==> src/rtl/alert_tone_pkg.sv <==
package alert_tone_pkg;

    typedef enum logic [1:0] {
        SEQ_IDLE    = 2'd0,
        SEQ_OBSERVE = 2'd1,
        SEQ_LENGTH  = 2'd2
    } seq_state_e;

    typedef struct packed {
        logic ok;
        logic bad;
    } verdict_t;

    localparam verdict_t VERDICT_NONE = '{ok: 1'b0, bad: 1'b0};
    localparam verdict_t VERDICT_OK   = '{ok: 1'b1, bad: 1'b0};
    localparam verdict_t VERDICT_BAD  = '{ok: 1'b0, bad: 1'b1};

    // width of a counter that must hold values 0..v-1, at least one bit
    function automatic int unsigned cnt_width(int unsigned v);
        return (v < 2) ? 1 : $clog2(v);
    endfunction

    function automatic verdict_t length_verdict(logic below_limit);
        return below_limit ? VERDICT_OK : VERDICT_BAD;
    endfunction

endpackage

==> src/rtl/alert_tick_gen.sv <==
module alert_tick_gen #(
    parameter int unsigned DIV = 1790
) (
    input  logic clk,
    input  logic rst,
    input  logic clr,
    input  logic en,
    output logic tick
);
    import alert_tone_pkg::*;

    localparam int unsigned W = cnt_width(DIV);
    localparam logic [W-1:0] LAST = W'(DIV - 1);

    logic [W-1:0] cnt_q;

    assign tick = en && (cnt_q == LAST);

    always_ff @(posedge clk) begin
        if (rst || clr) begin
            cnt_q <= '0;
        end else if (en) begin
            cnt_q <= (cnt_q == LAST) ? '0 : cnt_q + 1'b1;
        end
    end
endmodule

==> src/rtl/alert_window_timer.sv <==
module alert_window_timer #(
    parameter int unsigned TICKS = 116
) (
    input  logic clk,
    input  logic rst,
    input  logic clr,
    input  logic tick,
    output logic expired
);
    import alert_tone_pkg::*;

    localparam int unsigned W = cnt_width(TICKS);
    localparam logic [W-1:0] LAST = W'(TICKS - 1);

    logic [W-1:0] cnt_q;

    assign expired = tick && (cnt_q == LAST);

    always_ff @(posedge clk) begin
        if (rst || clr) begin
            cnt_q <= '0;
        end else if (tick && cnt_q != LAST) begin
            cnt_q <= cnt_q + 1'b1;
        end
    end
endmodule

==> src/rtl/alert_len_meter.sv <==
module alert_len_meter #(
    parameter int unsigned LIMIT = 45
) (
    input  logic clk,
    input  logic rst,
    input  logic clr,
    input  logic tick,
    input  logic level,
    output logic below
);
    import alert_tone_pkg::*;

    localparam int unsigned W = cnt_width(LIMIT + 1);
    localparam logic [W-1:0] CAP = W'(LIMIT);

    logic [W-1:0] cnt_q;

    assign below = (cnt_q < CAP);

    // saturating count of ticks with the level high
    always_ff @(posedge clk) begin
        if (rst || clr) begin
            cnt_q <= '0;
        end else if (tick && level && below) begin
            cnt_q <= cnt_q + 1'b1;
        end
    end
endmodule

==> src/rtl/alert_tone_qualifier.sv <==
module alert_tone_qualifier #(
    parameter int unsigned HALF_MS_DIV     = 1790,
    parameter int unsigned WINDOW_TICKS    = 116,
    parameter int unsigned LEN_LIMIT_TICKS = 45
) (
    input  logic clk,
    input  logic rst,
    input  logic tone_seen,
    input  logic pre_hit,
    input  logic gain_step,
    output logic alert_ok,
    output logic alert_bad
);
    import alert_tone_pkg::*;

    seq_state_e state_q, state_d;
    verdict_t   verdict_q, verdict_d;
    logic       tone_q;
    logic       tone_rise;
    logic       tick, win_done, len_below;
    logic       tick_clr, win_clr, len_clr, active;

    assign tone_rise = tone_seen && !tone_q;
    assign active    = (state_q != SEQ_IDLE);
    assign tick_clr  = !active || (state_d != state_q);
    assign win_clr   = (state_q != SEQ_OBSERVE);
    assign len_clr   = (state_q != SEQ_LENGTH);

    alert_tick_gen #(.DIV(HALF_MS_DIV)) u_tick (
        .clk  (clk),
        .rst  (rst),
        .clr  (tick_clr),
        .en   (active),
        .tick (tick)
    );

    alert_window_timer #(.TICKS(WINDOW_TICKS)) u_window (
        .clk     (clk),
        .rst     (rst),
        .clr     (win_clr),
        .tick    (tick),
        .expired (win_done)
    );

    alert_len_meter #(.LIMIT(LEN_LIMIT_TICKS)) u_len (
        .clk   (clk),
        .rst   (rst),
        .clr   (len_clr),
        .tick  (tick),
        .level (pre_hit),
        .below (len_below)
    );

    always_comb begin
        state_d   = state_q;
        verdict_d = VERDICT_NONE;
        unique case (state_q)
            SEQ_IDLE: begin
                if (tone_rise) state_d = SEQ_OBSERVE;
            end
            SEQ_OBSERVE: begin
                if (gain_step) begin
                    state_d = SEQ_IDLE;
                end else if (!tone_seen) begin
                    verdict_d = VERDICT_BAD;
                    state_d   = SEQ_IDLE;
                end else if (win_done) begin
                    if (pre_hit) begin
                        state_d = SEQ_LENGTH;
                    end else begin
                        verdict_d = VERDICT_BAD;
                        state_d   = SEQ_IDLE;
                    end
                end
            end
            SEQ_LENGTH: begin
                if (gain_step) begin
                    state_d = SEQ_IDLE;
                end else if (!tone_seen) begin
                    verdict_d = length_verdict(len_below);
                    state_d   = SEQ_IDLE;
                end
            end
            default: state_d = SEQ_IDLE;
        endcase
    end

    always_ff @(posedge clk) begin
        if (rst) begin
            state_q   <= SEQ_IDLE;
            verdict_q <= VERDICT_NONE;
            tone_q    <= 1'b1;   // a level already high at release is no rise
        end else begin
            state_q   <= state_d;
            verdict_q <= verdict_d;
            tone_q    <= tone_seen;
        end
    end

    assign alert_ok  = verdict_q.ok;
    assign alert_bad = verdict_q.bad;
endmodule

==> config.mk <==
export PLATFORM = sky130hd
export DESIGN_NAME = alert_tone_qualifier
export DESIGN_NICKNAME = d
export VERILOG_FILES = /design/src/rtl/alert_tone_pkg.sv /design/src/rtl/alert_tick_gen.sv /design/src/rtl/alert_window_timer.sv /design/src/rtl/alert_len_meter.sv /design/src/rtl/alert_tone_qualifier.sv
export SDC_FILE = /design/constraint.sdc
export NUM_CORES = 1
export LEC_CHECK = 0
export BUFFER_PORTS_ARGS = -buffer_cell sky130_fd_sc_hd__buf_2
export CAP_MARGIN = 10
export CORE_ASPECT_RATIO = 0.6
export CORE_MARGIN = 2
export CORE_UTILIZATION = 55
export CTS_BUF_LIST = sky130_fd_sc_hd__clkbuf_4 sky130_fd_sc_hd__clkbuf_8 sky130_fd_sc_hd__clkbuf_16
export CTS_CLUSTER_SIZE = 20
export DETAILED_ROUTE_END_ITERATION = 8
export GPL_TIMING_DRIVEN = 0
export PLACE_DENSITY_LB_ADDON = 0.05
export SYNTH_ARGS = -nofsm -noshare
export SYNTH_HDL_FRONTEND = slang
export SYNTH_SLANG_ARGS = --single-unit
==> constraint.sdc <==
create_clock -name clk -period 2.3 [get_ports clk]
set_input_delay 0.345 -clock clk [delete_from_list [all_inputs] [get_ports clk]]
set_output_delay 0.345 -clock clk [all_outputs]
set_load 0.1 [all_outputs]
==> flow_summary.yaml <==
outcome:
  outcome: "finished clean"
worst_hold_path:
  min-delay-path-class: "in -> reg"
  worstHoldPathCells: 2
  hold-path-endpoint: "state_q[1]$_SDFF_PP0_"
  min_from: "rst"
layout:
  finish.utilization_pct: 66.8
  drive_above_1_share_pct: 13.3
  post_layout_nonfiller_instances: 220
  filler_cell_count: 202
  finish.net_count: 201
  syn2layout_area_growth_pct: 12.1
  final-seq-area_um2: 586
  multi_input_comb_area_um2: 918
  antenna_cells: 0
global_route:
  first_global_vias: 1242
  gr-total-overflow: 0
  antenna_found_initial: 0
  global_route_wire_length_before_repair_um: 5810
  groute.usage.overall_pct: 23.5
  grt_start_max_net_pins: 11
clock_network:
  ctsHoldBuffers: 0
  tritoncts: "yes"
  max-clock-path-buffers: 2
  cts-buffers-inserted: 5
  clk-insertion-delay-late_ns: 0.28
  ctsRootBufferMaster: "sky130_fd_sc_hd__clkbuf_8"
  cts_sinks: 29
  cts.htree.levels: 2
  clk_pin_slew_worst_paths_ns: 0.06
timing:
  final_hold_viol_count: 0
  timing.final.crit_share_pct: 95.5
  fin_crit_ns: 2.20
  tightest_slew_ns: 0.529
  slew_viol_final: 0
  final_setup_margin_ns: 0.103
  timing.clock.skew_ns: 0.00434
  hold_slack_ns: 0.314
  setup_viol: 0
  max_clock_freq_ghz: 0.455
  maxSlewHeadroom_pct: 64.5
synth:
  synth_top_family_by_area: "simple AND/OR/NAND/NOR gates"
  yosys_most_used_dff: "sky130_fd_sc_hd__dfxtp_1"
  syn-instance-count: 175
  yosys.cell_types.count: 40
  synth.avg_cell_area_um2: 8.77
  post_synth_most_frequent_cells: "29 x sky130_fd_sc_hd__dfxtp_1, 13 x sky130_fd_sc_hd__nor3_1, 12 x sky130_fd_sc_hd__a21oi_1, 12 x sky130_fd_sc_hd__nand3_1, 10 x sky130_fd_sc_hd__nand2_1"
  synth_sequential_area_ratio_pct: 37.8
  synth_most_common_cell: "sky130_fd_sc_hd__dfxtp_1"
  synth_area_leader_cell: "sky130_fd_sc_hd__dfxtp_1"
  synth-simple-area-share_pct: 31.3
  fraction_of_synthesized_cell_area_taken_by_the_top_area_cell_type_pct: 37.8
  synth-seq-cells: 29
  synth-edff-count: 0
  post_synth_main_area_contributors: "sky130_fd_sc_hd__dfxtp_1 38%, sky130_fd_sc_hd__ha_1 7.3%, sky130_fd_sc_hd__xor2_1 4.6%, sky130_fd_sc_hd__nor3_1 4.2%, sky130_fd_sc_hd__a21oi_1 3.9%"
  synth-compound-area-share_pct: 13.9
  yosys.area_share.xor_xnor_pct: 5.14
  synthesis.nets: 189
  synthMuxAreaShare_pct: 1.31
  fraction_of_synthesis_flops_using_an_asynchronous_set_or_reset_pin_pct: 0
  post_synth_instance_area_mm2: 0.00153
  synth-adder-area-share_pct: 7.34
  yosysWarningCount: 0
place:
  placed_cells_incl_taps: 213
  port_buffers: 6
  place.detailed.hpwl_um: 2350
  dp_worst_setup_slack_ns: 0.0108
  routabilityCongestion: 0.807
critical_path:
  worst-endpoint-required_ns: 2.51
  reg2regPathDepth: 7
  cp_data_arrival_time_ns: 2.40
  timing.critical_path.slowest_stage_cell: "sky130_fd_sc_hd__or4_1"
  beginning_of_the_worst_register_to_register_path: "state_q[0]$_SDFF_PP0_"
  crit_type: "reg -> reg"
  cpLargestDelayFamily: "simple AND/OR/NAND/NOR gates"
  critical_path.reg2reg.endpoint: "u_len.cnt_q[4]$_SDFFE_PP0P_"
  worst_setup_path_end_kind: "register"
  cp.depth: 7
  crit_path_max_incr_delay_ns: 0.50
  critPathLaunchType: "register"
  cp_bufs_invs: 2
  reg2reg_setup_slack_ns: 0.10
  crit_chain: "inv_1 > ha_4 > nand4b_1 > or3_1 > buf_2 > or4_1 > a21oi_1"
  path_max_fanout: 8
die:
  die_x_um: 72.2
  floorplan.initialDensity_pct: 59.6
  num_rows: 14
  fp.dieH_um: 44.9
  ios: 7
  core_mm2: 0.00257
  die_outline_area_mm2: 0.00324
route:
  dr.first_iter.drc_count: 75
  wirelength_um: 3250
  mean_number_of_vias_per_cell: 6.18
  firstDrtPassIters: 6
  remaining_drc_errors: 0
  routed_wire_length_per_instance_um: 14.8
  route.antenna.remaining_nets: 0
  detailroute.via_count: 1359
pwr:
  vdd_drop_max_uv: 328
  leakagePower_nw: 0.598
  power-per-cell-area_mw_per_mm2: 568
  p_total_mw: 0.976
job:
  max_cap_viol_count: 0
cell usage in the layout (no fill, tap or decap), types with 2 or more instances in the layout:
cell type                  count
sky130_fd_sc_hd__a21oi_1      12
sky130_fd_sc_hd__and2_1        3
sky130_fd_sc_hd__and2b_2       2
sky130_fd_sc_hd__and3_1        3
sky130_fd_sc_hd__and3b_1       2
sky130_fd_sc_hd__buf_2         8
sky130_fd_sc_hd__clkbuf_1      2
sky130_fd_sc_hd__clkbuf_8      7
sky130_fd_sc_hd__dfxtp_1      27
sky130_fd_sc_hd__ha_1          8
sky130_fd_sc_hd__inv_1         7
sky130_fd_sc_hd__mux2i_1       2
sky130_fd_sc_hd__nand2_1      10
sky130_fd_sc_hd__nand2b_1      4
sky130_fd_sc_hd__nand3_1      12
sky130_fd_sc_hd__nand4_1       6
sky130_fd_sc_hd__nand4b_1      2
sky130_fd_sc_hd__nor2_1        2
sky130_fd_sc_hd__nor2b_1       3
sky130_fd_sc_hd__nor3_1       13
sky130_fd_sc_hd__o21a_1        2
sky130_fd_sc_hd__o21ai_0       7
sky130_fd_sc_hd__o31ai_1       5
sky130_fd_sc_hd__or3_1         6
sky130_fd_sc_hd__or3_2         2
sky130_fd_sc_hd__or4_1         5
sky130_fd_sc_hd__xor2_1        8
worst max-delay path by stage:
stage	start	endpoint
6_report	state_q[0]$_SDFF_PP0_	u_len.cnt_q[4]$_SDFFE_PP0P_
5_1_grt	state_q[0]$_SDFF_PP0_	u_len.cnt_q[4]$_SDFFE_PP0P_
4_1_cts	state_q[0]$_SDFF_PP0_	u_tick.cnt_q[9]$_SDFFE_PP0N_
3_5_place_dp	state_q[1]$_SDFF_PP0_	alert_bad$_SDFF_PP0_
3_3_place_gp	state_q[0]$_SDFF_PP0_	alert_bad$_SDFF_PP0_
2_1_floorplan	state_q[0]$_SDFF_PP0_	u_len.cnt_q[3]$_SDFFE_PP0P_
cell families after synthesis:
kind of cell,count (synthesis)
AO/OA/AOI/OAI,34
adder cells (fa/ha/maj),9
buffers and inverters,12
XOR/XNOR,9
multiplexers,2
AND/OR/NAND/NOR,80
flip-flops,29
worst reg2reg max path, cell delays in order, from the launching register on:
cell and delay [ns]:
sky130_fd_sc_hd__dfxtp_2 0.36, sky130_fd_sc_hd__inv_1 0.10, sky130_fd_sc_hd__ha_4 0.19, sky130_fd_sc_hd__nand4b_1 0.24, sky130_fd_sc_hd__or3_1 0.40, sky130_fd_sc_hd__buf_2 0.17
sky130_fd_sc_hd__or4_1 0.50, sky130_fd_sc_hd__a21oi_1 0.15
per-stage QoR:
stage	setup TNS [ns]	cell area (µm²)
CTS	0	1710
global placement	0	1600
finish	0	1720
detailed placement	0	1600
global route	-0.0170	1720
floorplan	0	1530
repair_timing:
| action | CTS | global route |
|---|---|---|
| cloned | 0 | 0 |
| setup buffers | 0 | 0 |
| setup endpoints to repair | 12 | 16 |
| gates resized for setup | 2 | 3 |
registers in the layout, indices dropped and copies added, names as in the netlist:
| name | count |
|---|---|
| alert_ok | 1 |
| u_tick.cnt_q | 11 |
| u_window.cnt_q | 7 |
| state_q | 2 |
| u_len.cnt_q | 6 |
| tone_q | 1 |
| alert_bad | 1 |
routing by layer:
layer  track usage (%)  wire length, µm
met2              34.3             1370
met3              6.25              193
met5                 0                0
met4              7.55                8
met1              33.9             1690
power by group:
part           switching, mW  internal [mW]
Sequential          0.000612          0.502
Clock                  0.187          0.270
Combinational        0.00979        0.00656
cell type report:
class | count | area share, %
clock inverters | 1 | 0.291
well taps | 32 | 2.33
clock buffers | 7 | 5.60
repair buffers | 6 | 1.75
plain buffers | 4 | 1.02
flip-flops and latches | 29 | 34.1
multi-input cells | 134 | 53.4
inverters | 7 | 1.53
Power figures use the tool's default switching activity.
